$ cat src/rtl/dram_refresh_sched.sv
module dram_refresh_sched #(
  parameter bit          ROWS_4K       = 1'b1,
  parameter int unsigned PERIOD_CYC_4K = 6_400_000,
  parameter int unsigned PERIOD_CYC_2K = 3_200_000,
  parameter int unsigned INIT_WAIT_CYC = 20_000,
  parameter int unsigned INIT_REFS     = 8,
  parameter int unsigned MAX_OWED      = 4,
  parameter int unsigned SR_MIN_CYC    = 10_000,
  parameter int unsigned T_CSR         = 1,
  parameter int unsigned T_RAS         = 5,
  parameter int unsigned T_RP          = 4,
  parameter int unsigned T_RPS         = 9
) (
  input  logic clk,
  input  logic rst_n,
  input  logic bus_gnt,
  input  logic sr_enter,
  input  logic sr_exit,
  output logic bus_req,
  output logic ras_n,
  output logic cas_n,
  output logic we_n,
  output logic ready
);
  localparam int unsigned ROWS     = ROWS_4K ? 4096 : 2048;
  localparam int unsigned INTERVAL = (ROWS_4K ? PERIOD_CYC_4K : PERIOD_CYC_2K) / ROWS;
  localparam int unsigned L1       = INIT_WAIT_CYC > SR_MIN_CYC ? INIT_WAIT_CYC : SR_MIN_CYC;
  localparam int unsigned L2       = T_RPS > T_RAS ? T_RPS : T_RAS;
  localparam int unsigned LONGEST  = L1 > L2 ? L1 : L2;
  localparam int unsigned CW       = $clog2(LONGEST + 1);
  localparam int unsigned TW       = $clog2(INTERVAL + 1);
  localparam int unsigned OW       = $clog2(MAX_OWED + 1);
  localparam int unsigned IW       = $clog2(INIT_REFS + 1);

  typedef enum logic [3:0] {
    ST_WAIT, ST_IDLE, ST_REQ, ST_CAS, ST_RAS, ST_PRE, ST_SR_CAS, ST_SR_HOLD, ST_SR_PRE
  } st_t;

  st_t st, st_nxt;
  logic [CW-1:0] cnt, limit;
  logic [TW-1:0] tmr;
  logic [OW-1:0] owed, owed_nxt;
  logic [IW-1:0] init_left;
  logic init_done, sr_pend, in_sr, exit_seen;
  logic last, pre_done, tick;

  always_comb begin
    case (st)
      ST_WAIT:           limit = CW'(INIT_WAIT_CYC);
      ST_CAS, ST_SR_CAS: limit = CW'(T_CSR);
      ST_RAS:            limit = CW'(T_RAS);
      ST_PRE:            limit = CW'(T_RP);
      ST_SR_HOLD:        limit = CW'(SR_MIN_CYC);
      ST_SR_PRE:         limit = CW'(T_RPS);
      default:           limit = CW'(1);
    endcase
  end

  assign last     = (cnt == limit - CW'(1));
  assign pre_done = (st == ST_PRE) && last;
  assign tick     = init_done && !in_sr && (tmr == TW'(INTERVAL - 1));

  always_comb begin
    st_nxt = st;
    case (st)
      ST_WAIT:    if (last) st_nxt = ST_REQ;
      ST_IDLE:    if (!init_done || owed != '0 || sr_pend) st_nxt = ST_REQ;
      ST_REQ:     if (bus_gnt) st_nxt = ST_CAS;
      ST_CAS:     if (last) st_nxt = ST_RAS;
      ST_RAS:     if (last) st_nxt = ST_PRE;
      ST_PRE:     if (last) st_nxt = sr_pend ? ST_SR_CAS : ST_IDLE;
      ST_SR_CAS:  if (last) st_nxt = ST_SR_HOLD;
      ST_SR_HOLD: if (last && (exit_seen || sr_exit)) st_nxt = ST_SR_PRE;
      ST_SR_PRE:  if (last) st_nxt = ST_CAS;
      default:    st_nxt = ST_IDLE;
    endcase
  end

  always_comb begin
    owed_nxt = owed;
    if (tick && owed != OW'(MAX_OWED)) owed_nxt = owed_nxt + OW'(1);
    if (pre_done && init_done && owed != '0) owed_nxt = owed_nxt - OW'(1);
    if (st == ST_SR_PRE && last) owed_nxt = OW'(1);
  end

  always_ff @(posedge clk) begin
    if (!rst_n) begin
      st        <= ST_WAIT;
      cnt       <= '0;
      tmr       <= '0;
      owed      <= '0;
      init_left <= IW'(INIT_REFS);
      init_done <= 1'b0;
      sr_pend   <= 1'b0;
      in_sr     <= 1'b0;
      exit_seen <= 1'b0;
    end else begin
      st   <= st_nxt;
      cnt  <= (st_nxt != st) ? '0 : (last ? cnt : cnt + CW'(1));
      tmr  <= (!init_done || in_sr || tick) ? '0 : tmr + TW'(1);
      owed <= owed_nxt;
      if (pre_done && !init_done) begin
        init_left <= init_left - IW'(1);
        if (init_left == IW'(1)) init_done <= 1'b1;
      end
      if (pre_done && sr_pend) sr_pend <= 1'b0;
      else if (sr_enter && init_done && !in_sr) sr_pend <= 1'b1;
      if (pre_done && sr_pend) in_sr <= 1'b1;
      else if (pre_done && in_sr) in_sr <= 1'b0;
      exit_seen <= (st == ST_SR_HOLD) && (exit_seen || sr_exit);
    end
  end

  assign bus_req = !(st == ST_WAIT || st == ST_IDLE);
  assign ras_n   = !(st == ST_RAS || st == ST_SR_HOLD);
  assign cas_n   = !(st == ST_CAS || st == ST_RAS || st == ST_SR_CAS || st == ST_SR_HOLD);
  assign we_n    = 1'b1;
  assign ready   = init_done && !in_sr;

  logic [CW-1:0] chk_lo, chk_hi, chk_age;
  logic [IW:0]   chk_falls;
  logic          chk_after_self;

  always_ff @(posedge clk) begin
    if (!rst_n) begin
      chk_lo <= '0; chk_hi <= '0; chk_age <= '0; chk_falls <= '0; chk_after_self <= 1'b0;
    end else begin
      chk_lo  <= ras_n ? '0 : ((chk_lo == CW'(LONGEST)) ? chk_lo : chk_lo + CW'(1));
      chk_hi  <= !ras_n ? '0 : ((chk_hi == CW'(LONGEST)) ? chk_hi : chk_hi + CW'(1));
      chk_age <= (chk_age == CW'(INIT_WAIT_CYC)) ? chk_age : chk_age + CW'(1);
      if (!ras_n && chk_lo == '0 && chk_falls != {(IW+1){1'b1}}) chk_falls <= chk_falls + 1'b1;
      if (ras_n && chk_lo != '0) chk_after_self <= (chk_lo != CW'(T_RAS));
    end
  end

  assert_init_pause_R1: assert property (@(posedge clk) disable iff (!rst_n)
    bus_req |-> chk_age >= CW'(INIT_WAIT_CYC));
  assert_init_burst_R2: assert property (@(posedge clk) disable iff (!rst_n)
    (chk_falls < (IW+1)'(INIT_REFS)) |-> !ready);
  assert_cas_leads_R3: assert property (@(posedge clk) disable iff (!rst_n)
    $fell(ras_n) |-> (!cas_n && $past(!cas_n) && we_n));
  assert_cas_covers_R3: assert property (@(posedge clk) disable iff (!rst_n)
    !ras_n |-> !cas_n);
  assert_strobe_owner_R4: assert property (@(posedge clk) disable iff (!rst_n)
    !cas_n |-> bus_req);
  assert_ras_width_R4: assert property (@(posedge clk) disable iff (!rst_n)
    $rose(ras_n) |-> chk_lo >= CW'(T_RAS));
  assert_precharge_R4: assert property (@(posedge clk) disable iff (!rst_n)
    ($fell(ras_n) && !chk_after_self) |-> chk_hi >= CW'(T_RP));
  assert_owed_cap_R6: assert property (@(posedge clk) disable iff (!rst_n)
    owed <= OW'(MAX_OWED));
  assert_self_hold_R7: assert property (@(posedge clk) disable iff (!rst_n)
    ($rose(ras_n) && chk_lo != CW'(T_RAS)) |-> chk_lo >= CW'(SR_MIN_CYC));
  assert_self_precharge_R8: assert property (@(posedge clk) disable iff (!rst_n)
    ($fell(ras_n) && chk_after_self) |-> chk_hi >= CW'(T_RPS));
endmodule

$ cat config.mk
export PLATFORM = sky130hd
export DESIGN_NAME = dram_refresh_sched
export DESIGN_NICKNAME = d
export VERILOG_FILES = /design/src/rtl/dram_refresh_sched.sv
export SDC_FILE = /design/constraint.sdc
export NUM_CORES = 1
export LEC_CHECK = 0
export BUFFER_PORTS_ARGS = -buffer_cell sky130_fd_sc_hd__buf_2
export CORE_ASPECT_RATIO = 1.1
export CORE_MARGIN = 2
export CORE_UTILIZATION = 40
export CTS_CLUSTER_DIAMETER = 80
export DETAILED_ROUTE_END_ITERATION = 10
export SETUP_SLACK_MARGIN = 0.4
export SLEW_MARGIN = 20
export SYNTH_ARGS = -nofsm -noshare
export SYNTH_HDL_FRONTEND = slang
export SYNTH_SLANG_ARGS = --single-unit
$ cat constraint.sdc
create_clock -name clk -period 2.9 [get_ports clk]
set_clock_uncertainty 0.1 [all_clocks]
set_input_delay 0.435 -clock clk [delete_from_list [all_inputs] [get_ports clk]]
set_output_delay 0.435 -clock clk [all_outputs]
set_load 0.05 [all_outputs]
==> results of run 1 <==
-- power groups by stage --
stage | registers (mW) | clock network [mW] | logic, mW
after floorplan | 0.623 | 0 | 0.283
after global placement | 0.623 | 0 | 0.357
after detailed placement | 0.624 | 0 | 0.356
after CTS | 0.611 | 0.442 | 0.376
after global routing | 0.619 | 0.462 | 0.503
final | 0.614 | 0.427 | 0.466
-- flip-flops by register name, summed over array words and instances, names as in the netlist --
name	flops
tmr	11
exit_seen	1
in_sr	1
init_done	1
init_left	4
cnt	15
st	4
sr_pend	1
owed	3
-- worst paths after layout --
check / from / endpoint / slack, ns / cells after the start
setup / recovery: st[1]$_SDFF_PN0_ / cnt[2]$_SDFFE_PP0N_ / -0.03 / 14
hold / removal: rst_n / init_left[3]$_SDFFE_PN1P_ / 0.36 / 2
setup reg to reg: st[1]$_SDFF_PN0_ / cnt[2]$_SDFFE_PP0N_ / -0.03 / 14
hold reg to reg: in_sr$_SDFFE_PN0P_ / in_sr$_SDFFE_PN0P_ / 0.39 / 2
-- what timing repair did --
action	4_1_cts	5_1_grt
resized for setup	5	43
setup endpoints to repair	29	29
buffers inserted	4	8
cloned	0	0
pin swaps	4	16
-- through the flow --
stage	setup TNS [ns]	setup slack, ns	hold slack (ns)
global placement	-0.2863	-0.03162	0.3570
detailed placement	-0.8716	-0.06921	0.3616
finish	-0.07806	-0.03154	0.3577
floorplan	-0.3860	-0.04172	0.3406
CTS	-0.03797	-0.01441	0.3477
global route	-1.486	-0.1266	0.3772
-- critical path, cell delays in order, from the launching register on --
cell and delay (ns):
sky130_fd_sc_hd__dfxtp_2 0.32, sky130_fd_sc_hd__or4_4 0.55, sky130_fd_sc_hd__nand2_4 0.09, sky130_fd_sc_hd__ha_4 0.18
sky130_fd_sc_hd__xnor2_2 0.08, sky130_fd_sc_hd__xnor2_2 0.17, sky130_fd_sc_hd__and3_4 0.20, sky130_fd_sc_hd__buf_6 0.11
sky130_fd_sc_hd__buf_4 0.12, sky130_fd_sc_hd__buf_4 0.13, sky130_fd_sc_hd__a31o_2 0.21, sky130_fd_sc_hd__o211ai_1 0.15
sky130_fd_sc_hd__o211ai_4 0.13, sky130_fd_sc_hd__buf_6 0.16, sky130_fd_sc_hd__nor3b_1 0.17
-- cell usage in the layout (no fill, tap or decap), drive strengths merged, types with 6 or more instances in the layout --
cell type	netlist	layout
a21oi	15	15
and2	7	7
and3	8	8
buf	8	44
clkbuf	7	7
dfxtp	41	41
ha	9	9
inv	12	13
nand2	34	34
nand3	19	19
nor2	38	38
nor3b	6	6
nor4	6	6
o21ai	11	11
xnor2	17	17
xor2	10	10
-- cells in the mapped netlist, types with 2 or more instances --
library cell | number | share of area
sky130_fd_sc_hd__a21oi_1 | 15 | 0.028
sky130_fd_sc_hd__nor4bb_1 | 2 | 0.0076
sky130_fd_sc_hd__or2_2 | 4 | 0.0095
sky130_fd_sc_hd__and3_1 | 8 | 0.019
sky130_fd_sc_hd__o211ai_1 | 2 | 0.0057
sky130_fd_sc_hd__nand4_1 | 5 | 0.012
sky130_fd_sc_hd__xnor2_1 | 17 | 0.056
sky130_fd_sc_hd__nor2b_1 | 4 | 0.0095
sky130_fd_sc_hd__inv_1 | 12 | 0.017
sky130_fd_sc_hd__dfxtp_1 | 41 | 0.31
sky130_fd_sc_hd__o31ai_1 | 2 | 0.0057
sky130_fd_sc_hd__o21a_1 | 3 | 0.0085
sky130_fd_sc_hd__nor3b_1 | 6 | 0.017
sky130_fd_sc_hd__or3_1 | 5 | 0.012
sky130_fd_sc_hd__buf_2 | 3 | 0.0057
sky130_fd_sc_hd__nor2_1 | 38 | 0.054
sky130_fd_sc_hd__a211oi_1 | 2 | 0.0057
sky130_fd_sc_hd__o21ai_0 | 11 | 0.021
sky130_fd_sc_hd__and2_1 | 7 | 0.017
sky130_fd_sc_hd__nor3_1 | 4 | 0.0076
sky130_fd_sc_hd__xor2_1 | 10 | 0.033
sky130_fd_sc_hd__ha_1 | 9 | 0.043
sky130_fd_sc_hd__nor4_1 | 6 | 0.014
sky130_fd_sc_hd__a21boi_0 | 2 | 0.0057
sky130_fd_sc_hd__nand3_1 | 18 | 0.034
sky130_fd_sc_hd__a41o_1 | 2 | 0.0076
sky130_fd_sc_hd__clkbuf_1 | 7 | 0.010
sky130_fd_sc_hd__mux2i_1 | 3 | 0.011
sky130_fd_sc_hd__o22ai_1 | 2 | 0.0047
sky130_fd_sc_hd__buf_6 | 2 | 0.0085
sky130_fd_sc_hd__nand2b_1 | 2 | 0.0047
sky130_fd_sc_hd__o311a_1 | 2 | 0.0076
sky130_fd_sc_hd__buf_4 | 3 | 0.0085
sky130_fd_sc_hd__nand2_1 | 34 | 0.048
sky130_fd_sc_hd__nor4b_1 | 2 | 0.0066
-- cell families (layout without fill, tap and decap cells) --
logic type | count (synthesis) | count (layout) | share of synthesized area
AO/OA/AOI/OAI | 62 | 62 | 0.1732
XOR/XNOR | 27 | 27 | 0.08966
adder cells (fa/ha/maj) | 9 | 9 | 0.04270
buffers and inverters | 27 | 64 | 0.04981
flip-flops | 41 | 41 | 0.3112
multiplexers | 4 | 4 | 0.01992
other | 1 | 1 | 0.001422
AND/OR/NAND/NOR | 155 | 155 | 0.3121
-- metal layers --
layer | share of wire | track usage | up-vias
met1 | 0.48 | 0.2336 | 1167
li1 | - | - | 1227
met5 | 0 | 0 | -
met2 | 0.47 | 0.2854 | 40
met3 | 0.030 | 0.03030 | 18
met4 | 0.025 | 0.07242 | 0
-- final cells by class --
class	count	share of cell area
Tap cell	82	0.03003
Clock inverter	1	0.002563
Timing Repair Buffer	44	0.1029
Clock buffer	7	0.02819
Sequential cell	41	0.2406
Multi-Input combinational cell	258	0.5826
Inverter	12	0.01318
==> results.cfg, run 1 <==
[pwr]
seqPwrFrac = 0.407
total_switching_power_uw = 484.9
power.share.clock = 0.283
static_leakage_power_nw = 1.235
finalPower_mw = 1.508
power.internal_mw = 1.023
netSwitchingFraction = 0.3215
vdd_ir_drop_max_mv = 0.2292
share_comb_of_total_power = 0.309
power_density_mw_per_mm2 = 441.4

[floorplan]
core.rowCount = 31
io_pins = 10
die_x_um = 81.43
initial_core_util = 0.4072
floorplan.die.height_um = 89.17
core_area_mm2 = 0.006477
total_die_area_mm2 = 0.007260

[setup_path]
critical_path_class = register to register
category_of_the_worst_setup_path_capture_point = register
data_arrival_at_the_endpoint_of_the_critical_path_ns = 3.05
critPathRequiredTime_ns = 3.02
cp-start-kind = register
crit_fanout = 7

[run_status]
failed_checks = negative setup slack
run_status = finished with violations

[timing]
layout_worst_path_cycle_share = 1.011
maxSlewHeadroom = 0.5639
rsz_0062_raised_after_global_routing = yes
timing.final.crit_period_ns = 2.932
setup_ws_ns = -0.03154
timing.final.setup_violations = 7
slew_violations = 0
timing_worst_slew_pin_value_ns = 0.6453
finalHoldViolCount = 0
achievable-frequency_mhz = 341.1

[grt]
remaining_overflow_grt = 0
first_global_vias = 2206
groute.usage.overall = 0.1768
grt_start_max_net_pins = 22
antenna_violations_before_repair = 0
grt_first_pass_wirelength_mm = 10.01

[cells_and_area]
stdcell_area_mm2 = 0.003417
number_of_antenna_repair_diodes = 0
final_nets = 376
fillers = 611
sequential_cell_area_um2 = 822.0
syn2layout_area_growth_pct = 29.55
final_layout_size_suffix_gt1_frac = 0.3003
multi_input_comb_area_mm2 = 0.001991
post-route-util = 0.5275
post_layout_nonfiller_instances = 445

[clocking]
clk_pin_slew_worst_paths_ns = 0.08
hold_bufs_at_cts = 0
cts_max_level = 2
cts_tree = done
tritoncts.num_buffers = 5
numClockSinks = 41
ctsRootBufferMaster = sky130_fd_sc_hd__clkbuf_8
clock_latency_ns = 0.29
cts_buffer_depth = 2

[synth]
synth.yosys.warnings = 0
synth.ff_latch_count = 41
yosysSeqAreaShare = 0.3112
synth_fp_nets = 340
dominantRegCellSynth = sky130_fd_sc_hd__dfxtp_1
synthesis.instances = 326
netlist_area_mm2 = 0.002638
avgSynthCellArea_um2 = 8.091
synth_edf_count = 0
ys_async_sr_fraction = 0
post_synth_num_cell_types = 66

[min_path]
hp-class = input pin to register

[job]
max-cap-violations = 0

[drt]
dr.pass1.iters = 4
detail_route.wirelength_mm = 6.385
route.antenna.remaining_nets = 0
route.detailed.drc = 0
drt-wirelength-per-cell_um = 14.35
drt_iter0_markers = 140
viasPerCell = 5.510
via_count = 2452

[placement]
place_congestion = 0.8534
dp_cells = 425
hpwl_mm = 4.538
io_buffer_count = 8
post_dp_cell_area_mm2 = 0.002993
(Power assumes the default switching activity.)
==> run 2, diff against run 1 <==
Settings changed: SETUP_SLACK_MARGIN 0.4 to 0.15.
==> results.cfg, run 2 (same netlist as run 1, synthesis figures left out) <==
[min_path]
hp-class = register to register

[timing]
setup_ws_ns = -0.08740
timing.final.setup_violations = 21
rsz_0062_raised_after_global_routing = yes
achievable-frequency_mhz = 334.7
layout_worst_path_cycle_share = 1.030
timing.final.crit_period_ns = 2.987
hold_slack_ns = 0.3852
slew_violations = 0
finalHoldViolCount = 0

[setup_path]
max_stage_delay_ns = 0.54
crit_path_cell_trace = or4_4, nand2_2, ha_4, xnor2_2, nor4_4, and3_4, nand3_2, o311a_1, o211ai_4, buf_12, nor3b_2
critical_path_class = register to register
critPathRequiredTime_ns = 2.99
data_arrival_at_the_endpoint_of_the_critical_path_ns = 3.07
crit_fanout = 15
category_of_the_worst_setup_path_capture_point = register
critical-path-slowest-cell = sky130_fd_sc_hd__or4_4
cp-start-kind = register

[grt]
remaining_overflow_grt = 0
grt_first_pass_wirelength_mm = 10.41
antenna_violations_before_repair = 0
first_global_vias = 2275
groute.usage.overall = 0.1850
grt_start_max_net_pins = 17

[clocking]
numClockSinks = 41
clk_pin_slew_worst_paths_ns = 0.09
ctsRootBufferMaster = sky130_fd_sc_hd__clkbuf_8
cts_tree = done
clock_latency_ns = 0.30
cts_max_level = 2
tritoncts.num_buffers = 5
cts_buffer_depth = 2

[cells_and_area]
max_flop_register = cnt
stdcell_area_mm2 = 0.003243
layout.cells.most_common_list = sky130_fd_sc_hd__dfxtp_1 (41), sky130_fd_sc_hd__nor2_1 (38), sky130_fd_sc_hd__nand2_1 (33)
multi_input_comb_area_mm2 = 0.001873
final_layout_size_suffix_gt1_frac = 0.2444
syn2layout_area_growth_pct = 22.96
final_nets = 373
sequential_cell_area_um2 = 820.8
layout_commonest_cell = sky130_fd_sc_hd__dfxtp_1
fillers = 628
largest_register_ff_count = 15
post_layout_nonfiller_instances = 442
number_of_antenna_repair_diodes = 0
largestRegisters = cnt (15), tmr (11)

[drt]
route.detailed.drc = 0
viasPerCell = 5.486
routed-wl-met2_mm = 3.208
drt-wirelength-per-cell_um = 14.53
detail_route.wirelength_mm = 6.421
routedLengthMet1_mm = 2.887
highest_metal_layer_with_signal_wires = met4
drt_iter0_markers = 124
dr.pass1.iters = 4
met3WireLength_um = 183
route.antenna.remaining_nets = 0
via_count = 2425

[placement]
hpwl_mm = 4.728
place_congestion = 0.8715
dp_cells = 429
post_dp_cell_area_mm2 = 0.002970
dpl_worst_slack_ns = -0.1245
io_buffer_count = 8

[floorplan]
initial_core_util = 0.4072
core_area_mm2 = 0.006477
total_die_area_mm2 = 0.007260
floorplan.die.height_um = 89.17
core.rowCount = 31
io_pins = 10
die_x_um = 81.43

[pwr]
vdd_ir_drop_max_mv = 0.2628
static_leakage_power_nw = 1.184
power_density_mw_per_mm2 = 451.6
finalPower_mw = 1.465

[run_status]
failed_checks = negative setup slack
run_status = finished with violations

[job]
max-cap-violations = 0
[run 2: cell count changes in the layout (fill, tap and decap cells not counted), moves of 2 or more]
cell / previous run / this run
sky130_fd_sc_hd__a21boi_0: 0 / 2
sky130_fd_sc_hd__a21oi_1: 9 / 13
sky130_fd_sc_hd__a21oi_2: 5 / 2
sky130_fd_sc_hd__and3_1: 4 / 6
sky130_fd_sc_hd__and3_4: 4 / 1
sky130_fd_sc_hd__buf_4: 26 / 30
sky130_fd_sc_hd__buf_6: 9 / 2
sky130_fd_sc_hd__clkbuf_8: 7 / 5
sky130_fd_sc_hd__nor2_1: 33 / 38
sky130_fd_sc_hd__nor2_4: 4 / 0
sky130_fd_sc_hd__nor3_2: 2 / 0
[run 2: area by class of cell]
cell class                 instances  share of cell area
multi-input combinational        258              0.5775
timing repair buffer              41             0.09491
inverter                          12             0.01389
clock buffer                       5             0.02122
tap                               82             0.03164
sequential                        41              0.2531
clock inverter                     3            0.007716
[run 2: where the power goes]
| group | switching [mW] | leakage [nW] | internal (mW) | total (mW) |
|---|---|---|---|---|
| clock | 0.214 | 0.0447 | 0.174 | 0.388 |
| combinational | 0.242 | 0.809 | 0.224 | 0.466 |
| sequential | 0.0268 | 0.331 | 0.584 | 0.611 |
| total | 0.483 | 1.18 | 0.982 | 1.46 |
[run 2: worst paths after layout]
kind	start	end	slack (ns)	cells past startpoint
worst min register to register	in_sr$_SDFFE_PN0P_	in_sr$_SDFFE_PN0P_	0.39	2
worst max register to register	st[1]$_SDFF_PN0_	cnt[1]$_SDFFE_PP0N_	-0.09	11
worst max-delay path	st[1]$_SDFF_PN0_	cnt[1]$_SDFFE_PP0N_	-0.09	11
worst min-delay path	in_sr$_SDFFE_PN0P_	in_sr$_SDFFE_PN0P_	0.39	2
[run 2: per-layer routing]
layer / vias up / global-route usage
li1: 1230 / -
met1: 1139 / 0.2263
met2: 41 / 0.3152
met3: 15 / 0.03434
met4: 0 / 0.08320
met5: - / 0
[run 2: critical path, delay by kind of cell, from the launching register on]
family | cells | cell delay, ns
simple gates | 6 | 1.37
compound gates | 2 | 0.58
flops | 1 | 0.31
fa+ha+maj | 1 | 0.21
buf+inv | 1 | 0.17
xor+xnor | 1 | 0.14
[run 2: through the flow]
| step | util | TNS, ns |
|---|---|---|
| global route | 0.5007 | -4.591 |
| detailed placement | 0.4586 | -1.212 |
| finish | 0.5007 | -1.532 |
| floorplan | - | -0.3935 |
| global placement | 0.4586 | -0.2196 |
| CTS | 0.4887 | 0 |
[run 2: timing repair]
item | 4_1_cts | 5_1_grt
resized for setup | 14 | 12
hold buffers | 0 | 0
pin swaps | 9 | 9
endpoints found under the hold margin | 0 | 0
buffers inserted | 2 | 3
endpoints found under the setup margin | 25 | 29
==> run 3, diff against run 2 <==
Settings changed: ABC_AREA set to 1.
==> results.cfg, run 3 <==
[job]
max-cap-violations = 0

[pwr]
finalPower_mw = 1.904
static_leakage_power_nw = 1.486
vdd_ir_drop_max_mv = 0.3623
power_density_mw_per_mm2 = 567.5

[setup_path]
critical-path-slowest-cell = sky130_fd_sc_hd__dfxtp_4
cp-start-kind = register
crit_path_cell_trace = inv_4, nor2_4, nand2_2, nand3_2, inv_2, ha_4, inv_2, nand2_2, nand2_2, nor2_1, nand2_1, nor2_1, nand2_1, nor2_4, buf_6, nand4_1, nand2_1, nand2_2, nor2_4, buf_6, nand4_1, nand2_4, buf_12, nor3_2
regToRegSetupSlack_ns = -0.10
reg2regPathDepth = 24
crit_fanout = 8
critPathRequiredTime_ns = 2.99
max_stage_delay_ns = 0.37
data_arrival_at_the_endpoint_of_the_critical_path_ns = 3.09
timing.rr.start = st[2]$_SDFF_PN0_
crit_path_frequent_cell = sky130_fd_sc_hd__nand2_2
category_of_the_worst_setup_path_capture_point = register
critical_path_class = register to register
crit-reg2reg-capture = cnt[0]$_SDFFE_PP0N_

[clocking]
ctsRootBufferMaster = sky130_fd_sc_hd__clkbuf_8
clock_latency_ns = 0.30
cts_buffer_depth = 2
numClockSinks = 41
cts_max_level = 2
cts_tree = done
tritoncts.num_buffers = 5
clk_pin_slew_worst_paths_ns = 0.08

[cells_and_area]
final_layout_size_suffix_gt1_frac = 0.2717
syn2layout_area_growth_pct = 27.18
largest_register_ff_count = 15
layout.cells.most_common_list = sky130_fd_sc_hd__nand2_1 (81), sky130_fd_sc_hd__inv_1 (59), sky130_fd_sc_hd__nor2_1 (38)
largestRegisters = cnt (15), tmr (11)
sequential_cell_area_um2 = 835.8
fillers = 657
number_of_antenna_repair_diodes = 0
final_nets = 462
max_flop_register = cnt
layout_commonest_cell = sky130_fd_sc_hd__nand2_1
multi_input_comb_area_mm2 = 0.001663
post-route-util = 0.5179

[grt]
grt_start_max_net_pins = 16
grt_first_pass_wirelength_mm = 10.08
antenna_violations_before_repair = 0
groute.usage.overall = 0.1772
first_global_vias = 2363
remaining_overflow_grt = 0

[min_path]
hp-class = input pin to register
worstHoldPathCells = 3
worst_hold_path.endpoint = exit_seen$_SDFF_PN0_
hold_sp = sr_exit

[timing]
finalHoldViolCount = 0
setup_ws_ns = -0.1041
slew_violations = 0
setup-tns-final_ns = -1.443
layout_worst_path_cycle_share = 1.036
timing.final.crit_period_ns = 3.004
timing.final.setup_violations = 15
rsz_0062_raised_after_global_routing = yes
achievable-frequency_mhz = 332.9

[placement]
place_congestion = 0.8877
io_buffer_count = 8
dpl_worst_slack_ns = -0.01428
hpwl_mm = 4.704

[drt]
drt-wirelength-per-cell_um = 12.23
route.detailed.drc = 0
route.antenna.remaining_nets = 0
viasPerCell = 4.904
dr.pass1.iters = 6
detail_route.wirelength_mm = 6.492
drt_iter0_markers = 80
via_count = 2604

[run_status]
failed_checks = negative setup slack
run_status = finished with violations

[synth]
synth_fp_nets = 412
avgSynthCellArea_um2 = 6.627
synth_largest_area_cell = sky130_fd_sc_hd__dfxtp_1
synth.ff_latch_count = 41
netlist_area_mm2 = 0.002638
yosysSeqAreaShare = 0.3112
ys_async_sr_fraction = 0
synth_most_common_cell = sky130_fd_sc_hd__nand2_1
post_synth_num_cell_types = 33
yosys-top-cells-area = sky130_fd_sc_hd__dfxtp_1 (31%), sky130_fd_sc_hd__nand2_1 (14%), sky130_fd_sc_hd__inv_1 (9.1%), sky130_fd_sc_hd__nor2_1 (5.8%), sky130_fd_sc_hd__nand3_1 (4.7%)
synthesis.instances = 398
netlist.area_leader.share = 0.3112
dominantRegCellSynth = sky130_fd_sc_hd__dfxtp_1
synth.yosys.warnings = 0
yosys-top-cells-count = sky130_fd_sc_hd__nand2_1 (95), sky130_fd_sc_hd__inv_1 (64), sky130_fd_sc_hd__dfxtp_1 (41), sky130_fd_sc_hd__nor2_1 (41), sky130_fd_sc_hd__nand3_1 (25)
synth_edf_count = 0

[floorplan]
total_die_area_mm2 = 0.007260
initial_core_util = 0.4072
core_area_mm2 = 0.006477
io_pins = 10
floorplan.die.height_um = 89.17
die_x_um = 81.43
core.rowCount = 31
==> run 3: cell count changes in the layout (fill, tap and decap cells not counted), sizes merged, moves of 9 or more <==
cell   delta
nand2    +67
inv      +54
nor3     +25
xnor2    -15
nor2     +13
nand3     +9
==> run 3: through the flow <==
stage	instance area (um^2)	cells	hold WS [ns]
2_1_floorplan	2659	398	0.3334
3_3_place_gp	2950	505	0.3519
3_5_place_dp	2950	505	0.3620
4_1_cts	3159	520	0.3570
5_1_grt	3354	531	0.3610
6_report	3354	531	0.3493
==> run 3: timing repair <==
| action | in CTS | in global routing |
|---|---|---|
| gates resized for setup | 16 | 29 |
| pin swaps | 8 | 28 |
| cloned | 1 | 1 |
| hold buffers | 0 | 0 |
| endpoints found under the setup margin | 18 | 24 |
| setup buffers | 6 | 10 |
==> run 3: worst max-delay path, delay by kind of cell, from the launching register on <==
family                     cells  cell delay [ns]
and+or+nand+nor               17             1.66
buffers and inverters          6             0.49
DFF                            1             0.37
adders and majority gates      1             0.26
==> run 3: worst max-delay path by stage <==
stage	end	startpoint	slack, ns	cells after the start
5_1_grt	cnt[0]$_SDFFE_PP0N_	st[2]$_SDFF_PN0_	-0.36	24
4_1_cts	cnt[0]$_SDFFE_PP0N_	st[0]$_SDFF_PN0_	0.02	22
3_3_place_gp	cnt[3]$_SDFFE_PP0N_	st[0]$_SDFF_PN0_	0.06	25
2_1_floorplan	cnt[7]$_SDFFE_PP0N_	st[0]$_SDFF_PN0_	0.16	26
6_report	cnt[0]$_SDFFE_PP0N_	st[2]$_SDFF_PN0_	-0.10	24
3_5_place_dp	cnt[0]$_SDFFE_PP0N_	st[0]$_SDFF_PN0_	-0.01	25
==> run 3: report_power, final <==
group          leakage [nW]  switching (mW)  internal [mW]  total, mW
Combinational          1.10           0.499          0.418      0.917
Sequential            0.334          0.0252          0.589      0.614
Clock                0.0482           0.206          0.167      0.373
==> run 3: routing by layer <==
metal | global-route usage | share of wire | vias up
met5 | 0 | 0 | -
met3 | 0.03434 | 0.040 | 15
met2 | 0.2973 | 0.48 | 54
met4 | 0.06009 | 0.027 | 0
met1 | 0.2274 | 0.45 | 1176
li1 | - | - | 1359
==> run 3: logic make-up (layout without fill, tap and decap cells) <==
family	count (synthesis)	count (layout)	share of synthesized area
other	1	1	0.001422
and+or+nand+nor	227	227	0.4151
muxes	1	1	0.003795
AOI/OAI and AO/OA	32	32	0.06641
xor gates and xnor gates	15	15	0.04981
buffers and inverters	72	123	0.1096
DFF	41	41	0.3112
adders and majority gates	9	9	0.04270
==> run 3: area by class of cell <==
class / count / area share
multi-input combinational: 285 / 0.4957
clock buffer: 5 / 0.02051
tap: 82 / 0.03059
inverter: 67 / 0.07572
clock inverter: 3 / 0.004849
timing repair buffer: 48 / 0.1235
sequential: 41 / 0.2492
